[src/rtl/irqc_pkg.sv]
`timescale 1ns/1ps
package irqc_pkg;
  localparam int OFS_MASK   = 'h00;
  localparam int OFS_SET    = 'h04;
  localparam int OFS_CLR    = 'h08;
  localparam int OFS_LEVEL  = 'h0C;
  localparam int OFS_ONEHOT = 'h10;
  localparam int OFS_INDEX  = 'h14;

  typedef enum logic [2:0] {
    SEL_NONE, SEL_MASK, SEL_LEVEL, SEL_ONEHOT, SEL_INDEX
  } rd_sel_e;
endpackage

[src/rtl/irqc_line_sampler.sv]
`timescale 1ns/1ps
module irqc_line_sampler #(
  parameter int NUM_LINES = 32
) (
  input  logic                 clk,
  input  logic                 rst,
  input  logic [NUM_LINES-1:0] lines_in,
  output logic [NUM_LINES-1:0] lines_q
);
  always_ff @(posedge clk) begin
    if (rst) lines_q <= '0;
    else     lines_q <= lines_in;
  end
endmodule

[src/rtl/irqc_mask_reg.sv]
`timescale 1ns/1ps
module irqc_mask_reg #(
  parameter int NUM_LINES = 32
) (
  input  logic                 clk,
  input  logic                 rst,
  input  logic                 set_we,
  input  logic                 clr_we,
  input  logic [NUM_LINES-1:0] bits,
  output logic [NUM_LINES-1:0] mask_q
);
  logic [NUM_LINES-1:0] set_v, clr_v;

  always_comb begin
    set_v = set_we ? bits : '0;
    clr_v = clr_we ? bits : '0;
  end

  // set is applied last so it dominates a simultaneous clear
  always_ff @(posedge clk) begin
    if (rst) mask_q <= '1;
    else     mask_q <= (mask_q & ~clr_v) | set_v;
  end

  // written ones become masked
  a_r3_set_masks: assert property (@(posedge clk) disable iff (rst)
    set_we |=> ((mask_q & $past(bits)) == $past(bits)));
  // written ones become unmasked
  a_r4_clr_unmasks: assert property (@(posedge clk) disable iff (rst)
    (clr_we && !set_we) |=> ((mask_q & $past(bits)) == '0));
  // zero bits keep their value
  a_r3_zero_bits_keep: assert property (@(posedge clk) disable iff (rst)
    (set_we || clr_we) |=> ((mask_q & ~$past(bits)) == ($past(mask_q) & ~$past(bits))));
  // no write strobe, no change
  a_r10_mask_hold: assert property (@(posedge clk) disable iff (rst)
    (!set_we && !clr_we) |=> $stable(mask_q));
endmodule

[src/rtl/irqc_prio_pick.sv]
`timescale 1ns/1ps
module irqc_prio_pick #(
  parameter int NUM_LINES = 32,
  localparam int IDX_W = (NUM_LINES > 1) ? $clog2(NUM_LINES) : 1
) (
  input  logic [NUM_LINES-1:0] pending,
  output logic [NUM_LINES-1:0] onehot,
  output logic [IDX_W-1:0]     index,
  output logic                 any
);
  logic [NUM_LINES:0] lower_any;
  assign lower_any[0] = 1'b0;

  genvar gi;
  generate
    for (gi = 0; gi < NUM_LINES; gi++) begin : g_chain
      assign onehot[gi]      = pending[gi] & ~lower_any[gi];
      assign lower_any[gi+1] = lower_any[gi] | pending[gi];
    end
  endgenerate

  assign any = lower_any[NUM_LINES];

  always_comb begin
    index = '0;
    for (int i = 0; i < NUM_LINES; i++) begin
      if (onehot[i]) index = index | IDX_W'(i);
    end
  end
endmodule

[src/rtl/irq_prio_ctrl.sv]
`timescale 1ns/1ps
module irq_prio_ctrl #(
  parameter int NUM_LINES = 32,
  parameter int DATA_W    = 32,
  parameter int ADDR_W    = 8,
  localparam int IDX_W = (NUM_LINES > 1) ? $clog2(NUM_LINES) : 1
) (
  input  logic                 clk,
  input  logic                 rst,
  input  logic [NUM_LINES-1:0] irq_in,
  input  logic                 wr_en,
  input  logic                 rd_en,
  input  logic [ADDR_W-1:0]    addr,
  input  logic [DATA_W-1:0]    wr_data,
  output logic [DATA_W-1:0]    rd_data,
  output logic                 cpu_irq
);
  import irqc_pkg::*;

  logic [NUM_LINES-1:0] lines_q, mask_q, pending, onehot;
  logic [IDX_W-1:0]     index;
  logic                 any;
  logic                 set_we, clr_we;
  rd_sel_e              rd_sel;
  logic [DATA_W-1:0]    rd_next;

  irqc_line_sampler #(.NUM_LINES(NUM_LINES)) u_sampler (
    .clk(clk), .rst(rst), .lines_in(irq_in), .lines_q(lines_q));

  assign set_we = wr_en && (addr == ADDR_W'(OFS_SET));
  assign clr_we = wr_en && (addr == ADDR_W'(OFS_CLR));

  irqc_mask_reg #(.NUM_LINES(NUM_LINES)) u_mask (
    .clk(clk), .rst(rst), .set_we(set_we), .clr_we(clr_we),
    .bits(wr_data[NUM_LINES-1:0]), .mask_q(mask_q));

  assign pending = lines_q & ~mask_q;

  irqc_prio_pick #(.NUM_LINES(NUM_LINES)) u_pick (
    .pending(pending), .onehot(onehot), .index(index), .any(any));

  always_comb begin
    unique case (addr)
      ADDR_W'(OFS_MASK):   rd_sel = SEL_MASK;
      ADDR_W'(OFS_LEVEL):  rd_sel = SEL_LEVEL;
      ADDR_W'(OFS_ONEHOT): rd_sel = SEL_ONEHOT;
      ADDR_W'(OFS_INDEX):  rd_sel = SEL_INDEX;
      default:             rd_sel = SEL_NONE;
    endcase
  end

  always_comb begin
    case (rd_sel)
      SEL_MASK:   rd_next = DATA_W'(mask_q);
      SEL_LEVEL:  rd_next = DATA_W'(lines_q);
      SEL_ONEHOT: rd_next = DATA_W'(onehot);
      SEL_INDEX:  rd_next = any ? DATA_W'(index) : '1;
      default:    rd_next = '0;
    endcase
  end

  always_ff @(posedge clk) begin
    if (rst) begin
      rd_data <= '0;
      cpu_irq <= 1'b0;
    end else begin
      if (rd_en) rd_data <= rd_next;
      cpu_irq <= any;
    end
  end

  // at most one winner bit
  a_r6_onehot: assert property (@(posedge clk) disable iff (rst)
    $onehot0(onehot));
  // winner is an active unmasked line
  a_r8_winner_pending: assert property (@(posedge clk) disable iff (rst)
    ((onehot & ~(lines_q & ~mask_q)) == '0));
  // something pending implies a winner
  a_r6_no_miss: assert property (@(posedge clk) disable iff (rst)
    (pending != '0) |-> (onehot != '0));
  // output follows the previous winner state
  a_r9_cpu_irq: assert property (@(posedge clk) disable iff (rst)
    1'b1 |=> (cpu_irq == ($past(onehot) != '0)));
  // data holds without a read
  a_r11_rd_hold: assert property (@(posedge clk) disable iff (rst)
    !rd_en |=> $stable(rd_data));
  // undefined offsets read zero
  a_r10_undef_zero: assert property (@(posedge clk) disable iff (rst)
    (rd_en && rd_sel == SEL_NONE) |=> (rd_data == '0));
endmodule

[config.mk]
export PLATFORM = sky130hd
export DESIGN_NAME = irq_prio_ctrl
export DESIGN_NICKNAME = d
export VERILOG_FILES = /design/src/rtl/irqc_pkg.sv /design/src/rtl/irqc_line_sampler.sv /design/src/rtl/irqc_mask_reg.sv /design/src/rtl/irqc_prio_pick.sv /design/src/rtl/irq_prio_ctrl.sv
export SDC_FILE = /design/constraint.sdc
export NUM_CORES = 1
export LEC_CHECK = 0
export BUFFER_PORTS_ARGS = -buffer_cell sky130_fd_sc_hd__buf_2
export CAP_MARGIN = 20
export CORE_ASPECT_RATIO = 2
export CORE_UTILIZATION = 45
export DETAILED_ROUTE_END_ITERATION = 8
export HOLD_SLACK_MARGIN = 0.06
export PLACE_DENSITY_LB_ADDON = 0.3
export SKIP_LAST_GASP = 1
export SYNTH_ARGS = -nofsm -noshare
export SYNTH_HDL_FRONTEND = slang
export SYNTH_SLANG_ARGS = --single-unit
export TNS_END_PERCENT = 100
[constraint.sdc]
create_clock -name clk -period 3.01 [get_ports clk]
set_input_delay 0.1505 -clock clk [delete_from_list [all_inputs] [get_ports clk]]
set_output_delay 0.1505 -clock clk [all_outputs]
set_load 0.01 [all_outputs]
## Word-level counts from Yosys, hierarchy flattened

Index checks and enable logic that the tools add are counted.

- Equality and inequality tests: 9
- Bitwise operators: 98
- Reductions and logical operators: 4
- Muxes and demuxes: 38

Operator list:

| cell | number |
|---|---|
| two-way mux 32 bit | 5 |
| case mux 32 bit (4 select lines) | 1 |
| two-way mux 5 bit | 16 |
| bitwise AND 32 bit | 2 |
| NOT 32 bit | 2 |
| two-way mux 4 bit | 8 |
| bitwise OR 32 bit | 1 |
| bitwise AND 1 bit | 31 |
| NOT 1 bit | 31 |
| bitwise OR 1 bit | 31 |
| equality test 8 x 4 -> 1 bit, second input constant | 2 |
| equality test 8 x 5 -> 1 bit, second input constant | 2 |
| two-way mux 3 bit | 4 |
| case mux 3 bit (4 select lines) | 1 |
| equality test 8 x 3 -> 1 bit, second input constant | 1 |
| logical NOT 8 bit | 1 |
| equality test 3 x 2 -> 1 bit, second input constant | 2 |
| two-way mux 2 bit | 2 |
| equality test 3 x 1 -> 1 bit, second input constant | 1 |
| equality test 3 bit, second input constant | 1 |
| logical AND 1 bit | 2 |
| nonzero test 2 bit | 1 |
| two-way mux 1 bit | 1 |

- Word-level logic and storage cells: 153
- Input bits: 76
- Flip-flop bits (word level): 97
- Output and inout bits: 33

## Logic depth before layout (Yosys ltp)

- Depth after elaboration: 39
- Gate-level depth with buffers: 9
- Depth with buffers taken out: 6

## Hierarchy

A second synthesis with hierarchy kept.

- Cells, all modules: 527
- Area, all modules: 4787.1 um^2

By module, submodules not included:

| module | cells an instance | area each (um^2) | instances | seq. area each (um^2) |
|---|---|---|---|---|
| irq_prio_ctrl | 239 | 2026.9 | 1 | 660.6 |
| irqc_mask_reg | 105 | 1138.6 | 1 | 640.6 |
| irqc_line_sampler | 67 | 863.3 | 1 | 640.6 |
| irqc_prio_pick | 116 | 758.2 | 1 | 0.0 |

## Worst setup path before layout

OpenSTA, ideal clock, no wires.

- Path kind: reg2reg
- Start point: reg u_sampler.lines_q[12]
- End point: reg rd_data[24]
- Setup slack: 0.767 ns
- Path buffers: 2
- Period minus slack after synthesis: 2.243 ns
- Arrival: 2.169 ns
- Data required time: 2.937 ns
- Stages on the path, launching flop included: 9
- Setup time: 0.073 ns
- Cells stage by stage: dfxtp_1 > nor2b_1 > nand4bb_1 > or4b_1 > buf_2 > or4_4 > buf_6 > a21boi_1 > o211ai_2

- Word-level cells in the longest chain between the ends: 25
- Elaborated cells between the ends (all ways): 27
- Classes of those cells: mux: 4; bitwise: 23

RTL lines:

| item | line | RTL |
|---|---|---|
| start: declaration | irqc_line_sampler.sv:8 | `output logic [NUM_LINES-1:0] lines_q` |
| start signal: assignment | irqc_line_sampler.sv:12 | `else lines_q <= lines_in;` |
| bitwise AND 32 bit * | irq_prio_ctrl.sv:37 | `assign pending = lines_q & ~mask_q;` |
| bitwise OR 1 bit * (12 in a row) | irqc_prio_pick.sv:18 | `assign lower_any[gi+1] = lower_any[gi] \| pending[gi];` |
| bitwise OR 1 bit (8 in a row) | irqc_prio_pick.sv:18 |  |
| two-way mux 32 bit | irq_prio_ctrl.sv:57 | `SEL_INDEX: rd_next = any ? DATA_W'(index) : '1;` |
| case mux 32 bit (4 select lines) * | irq_prio_ctrl.sv:53 | `case (rd_sel)` |
| two-way mux 32 bit * | irq_prio_ctrl.sv:67 | `if (rd_en) rd_data <= rd_next;` |
| two-way mux 32 bit * | irq_prio_ctrl.sv:63 | `if (rst) begin` |
| end signal: assignment | irq_prio_ctrl.sv:67 |  |
| end: declaration | irq_prio_ctrl.sv:15 | `output logic [DATA_W-1:0] rd_data,` |

Every way passes the cells marked *; elsewhere a longest branch is shown, timed or not. The select of a mux whose other input is x is not followed.
A chain may end at the register's enable or synchronous reset.

## Worst setup path in the final report

- Start point: reg u_mask.mask_q[14]
- End point: reg rd_data[24]

- Word-level cells in the longest chain between the ends: 24
- Elaborated cells between the ends (all ways): 26
- Classes of those cells: mux: 4; bitwise: 22

RTL lines:

| item | line | RTL |
|---|---|---|
| start: declaration | irqc_mask_reg.sv:10 | `output logic [NUM_LINES-1:0] mask_q` |
| start signal: assignment | irqc_mask_reg.sv:22 | `else mask_q <= (mask_q & ~clr_v) \| set_v;` |
| NOT 32 bit * | irq_prio_ctrl.sv:37 |  |
| bitwise AND 32 bit * | irq_prio_ctrl.sv:37 |  |
| bitwise OR 1 bit * (10 in a row) | irqc_prio_pick.sv:18 |  |
| bitwise OR 1 bit (8 in a row) | irqc_prio_pick.sv:18 |  |
| two-way mux 32 bit | irq_prio_ctrl.sv:57 |  |
| case mux 32 bit (4 select lines) * | irq_prio_ctrl.sv:53 |  |
| two-way mux 32 bit * | irq_prio_ctrl.sv:67 |  |
| two-way mux 32 bit * | irq_prio_ctrl.sv:63 |  |

Marked as above.

==> reports/summary.txt <==
most common cell in the netlist: dfxtp_1
routed wire length: 16.6 mm
Final Wtd Congestion: 0.935
CP peak stage delay: 680 ps
Yosys warning count: 0
top post-synthesis cells by area: dfxtp_1 41%, a221o_1 7.7%, nor2b_1 7.0%
# diodes: 0
CP Capture Type: flip-flop
final hold slack: 69.0 ps
Worst-Margin Slew: 621 ps
Setup crit end: rd_data[24]$_SDFFE_PP0P_
Fin Setup TNS: 0 ps
max-cap violations: 0
Yosys reg bits: 97
Max transition margin: 0.575
layout cells sized above 1: 0.223
status: completed
core footprint: 0.0101 mm²
Syn Std Cell Area: 0.00470 mm²
fin util: 0.618
post-synth top area cell: dfxtp_1
Clk Latency, worst-skew pair: 340 ps
DRC violations left: 0
synth cell count leaders: 97 x dfxtp_1, 78 x nand2_1, 53 x nor2b_1, 36 x a221o_1, 30 x clkbuf_1
Most used DFF post-synth: dfxtp_1
Final Setup Violations: 0
number of iterations in the first detailed-routing pass: 5
startpoint types: flip-flop
Post-DP HPWL: 11.5 mm
Area Overhead vs Synth: 33.3%
Highest Clock Rate: 397 MHz
clock tree buffer depth: 2
Power Density: 434 mW/mm²
Reg2Reg Depth: 6
die area: 0.0109 mm²
RSZ-0062 raised after global routing: no
reg-to-reg slack, setup: 490 ps
Finished Cell Area: 0.00627 mm²
Final Slew Violations: 0
Max stage delay cell, worst path: or4b_1
worst setup margin: 492 ps
Worst Path Max Fanout: 8
NumNets Final: 772
Critical Path AT: 2790 ps
Worst Skew: 9.33 ps
register area share after synthesis: 0.413
Setup crit start: u_mask.mask_q[14]$_SDFF_PP1_
GR Util All Layers: 0.317
Tcrit/Tclk final: 0.837
syn nets: 617
drt wl/cell: 19.8 µm
Fillers: 929
DP Area: 0.00541 mm²
first-pass GRT wire length: 26.0 mm
R2R Path End: rd_data[24]$_SDFFE_PP0P_
final hold violation count: 0
Pleak: 2.52 nW
syn avg cell area: 8.70 µm²
cts bufs inserted: 9
die width: 74.3 µm
critical path, cell by cell: or2b_1 > nand4bb_1 > or4b_1 > or4_4 > a21boi_1 > o211ai_2
H-Tree Depth: 3
register area: 0.00194 mm²
number of I/O port buffers: 108
CTS Sinks: 97
PostCTS Resize Cnt: 0
area fraction of the dominant cell type after synthesis: 0.413
Tmin final: 2520 ps
Post-synth EDFFs: 0
Ports: 109
Syn Inst Count: 541
DR iter-0 viols: 331
asr flop ratio synth: 0
die height: 147 µm
num rows: 52
Vias: 4,957
initial antenna violation count: 0
Root Driver: clkbuf_16
largest net degree at the start of global routing: 41
TritonCTS clock tree: yes
Avg Vias per Cell: 5.93
worst setup path class: reg2reg
worst hold start: wr_data[7]
Worst R2R Start: u_mask.mask_q[14]$_SDFF_PP1_
Max VDD drop: 0.492 mV
multi-input logic area: 0.00261 mm²
Post-DRT Antenna Nets: 0
gr ovfl total: 0
vias in the first global route: 5,171
pre-CTS setup slack: 481 ps
worst endpoint required time: 3280 ps
Hold WC Path Type: in2reg
post-synth cell types: 65
clock slew at reported path FFs: 70 ps
Starting Density: 0.464
flip-flops by register name, summed over array words and instances, names as in the netlist:
register           flops
u_mask.mask_q         32
cpu_irq                1
rd_data               32
u_sampler.lines_q     32
area by class of cell:
type                    count  share of cell area
clock buffers              10              0.0365
clock inverters             6              0.0118
inverters                   4             0.00239
multi-input cells         402               0.416
flip-flops and latches     97               0.310
well taps                 135              0.0269
repair buffers            182               0.197
report_power, final:
part / total [mW] / switching (mW) / internal, mW
registers: 1.32 / 0.0177 / 1.31
logic: 0.199 / 0.0867 / 0.112
clock network: 1.20 / 0.540 / 0.658
worst min-delay path by stage:
stage / end / slack [ps] / depth (start not counted)
6_report: u_mask.mask_q[7]$_SDFF_PP1_ / 70 / 2
5_1_grt: u_mask.mask_q[7]$_SDFF_PP1_ / 70 / 2
4_1_cts: u_mask.mask_q[7]$_SDFF_PP1_ / 60 / 2
3_3_place_gp: u_sampler.lines_q[10]$_SDFF_PP0_ / 360 / 2
2_1_floorplan: u_sampler.lines_q[0]$_SDFF_PP0_ / 280 / 1
3_5_place_dp: u_sampler.lines_q[10]$_SDFF_PP0_ / 360 / 2
timing repair:
item,in CTS,in global routing
setup buffers,0,0
hold buffers,56,0
endpoints found under the setup margin,0,0
hold endpoints to repair,56,0
critical path, delay by kind of cell, from the launching register on:
family,cells,cell delay [ps]
AND/OR/NAND/NOR,4,1740
flip-flops,1,390
AO/OA/AOI/OAI,2,320
per-stage QoR:
stage          power, mW  cells
2_1_floorplan       1.41    541
4_1_cts             2.73    836
3_5_place_dp        1.49    764
5_1_grt             2.80    836
3_3_place_gp        1.49    764
6_report            2.72    836
layout by cell type (no fill, tap or decap), types with 11 or more instances in the layout:
master	netlist	routed
a221oi_1	11	11
buf_2	7	108
buf_4	0	18
a21oi_1	21	21
dlygate4sd3_1	0	56
a221o_1	36	36
o21ai_0	25	25
nand2b_1	24	24
nand2_1	78	78
dfxtp_1	97	97
nor2b_1	53	53
nand3_1	11	11
nor2_1	13	12
per-layer routing:
layer	track usage	vias to the layer above	part of all wire
met4	0.160	0	0.044
met2	0.584	167	0.56
met1	0.334	2387	0.36
met5	0	-	0
met3	0.0414	47	0.034
li1	-	2356	-
cell families (layout without fill, tap and decap cells):
logic type	Yosys count	in the layout	share of synthesized area
and+or+nand+nor	249	249	0.299
AOI/OAI and AO/OA	152	152	0.249
DFF	97	97	0.413
buffers and inverters	42	202	0.0370
xor gates and xnor gates	1	1	0.00186
Note: power is estimated with default switching activity, not from simulation.
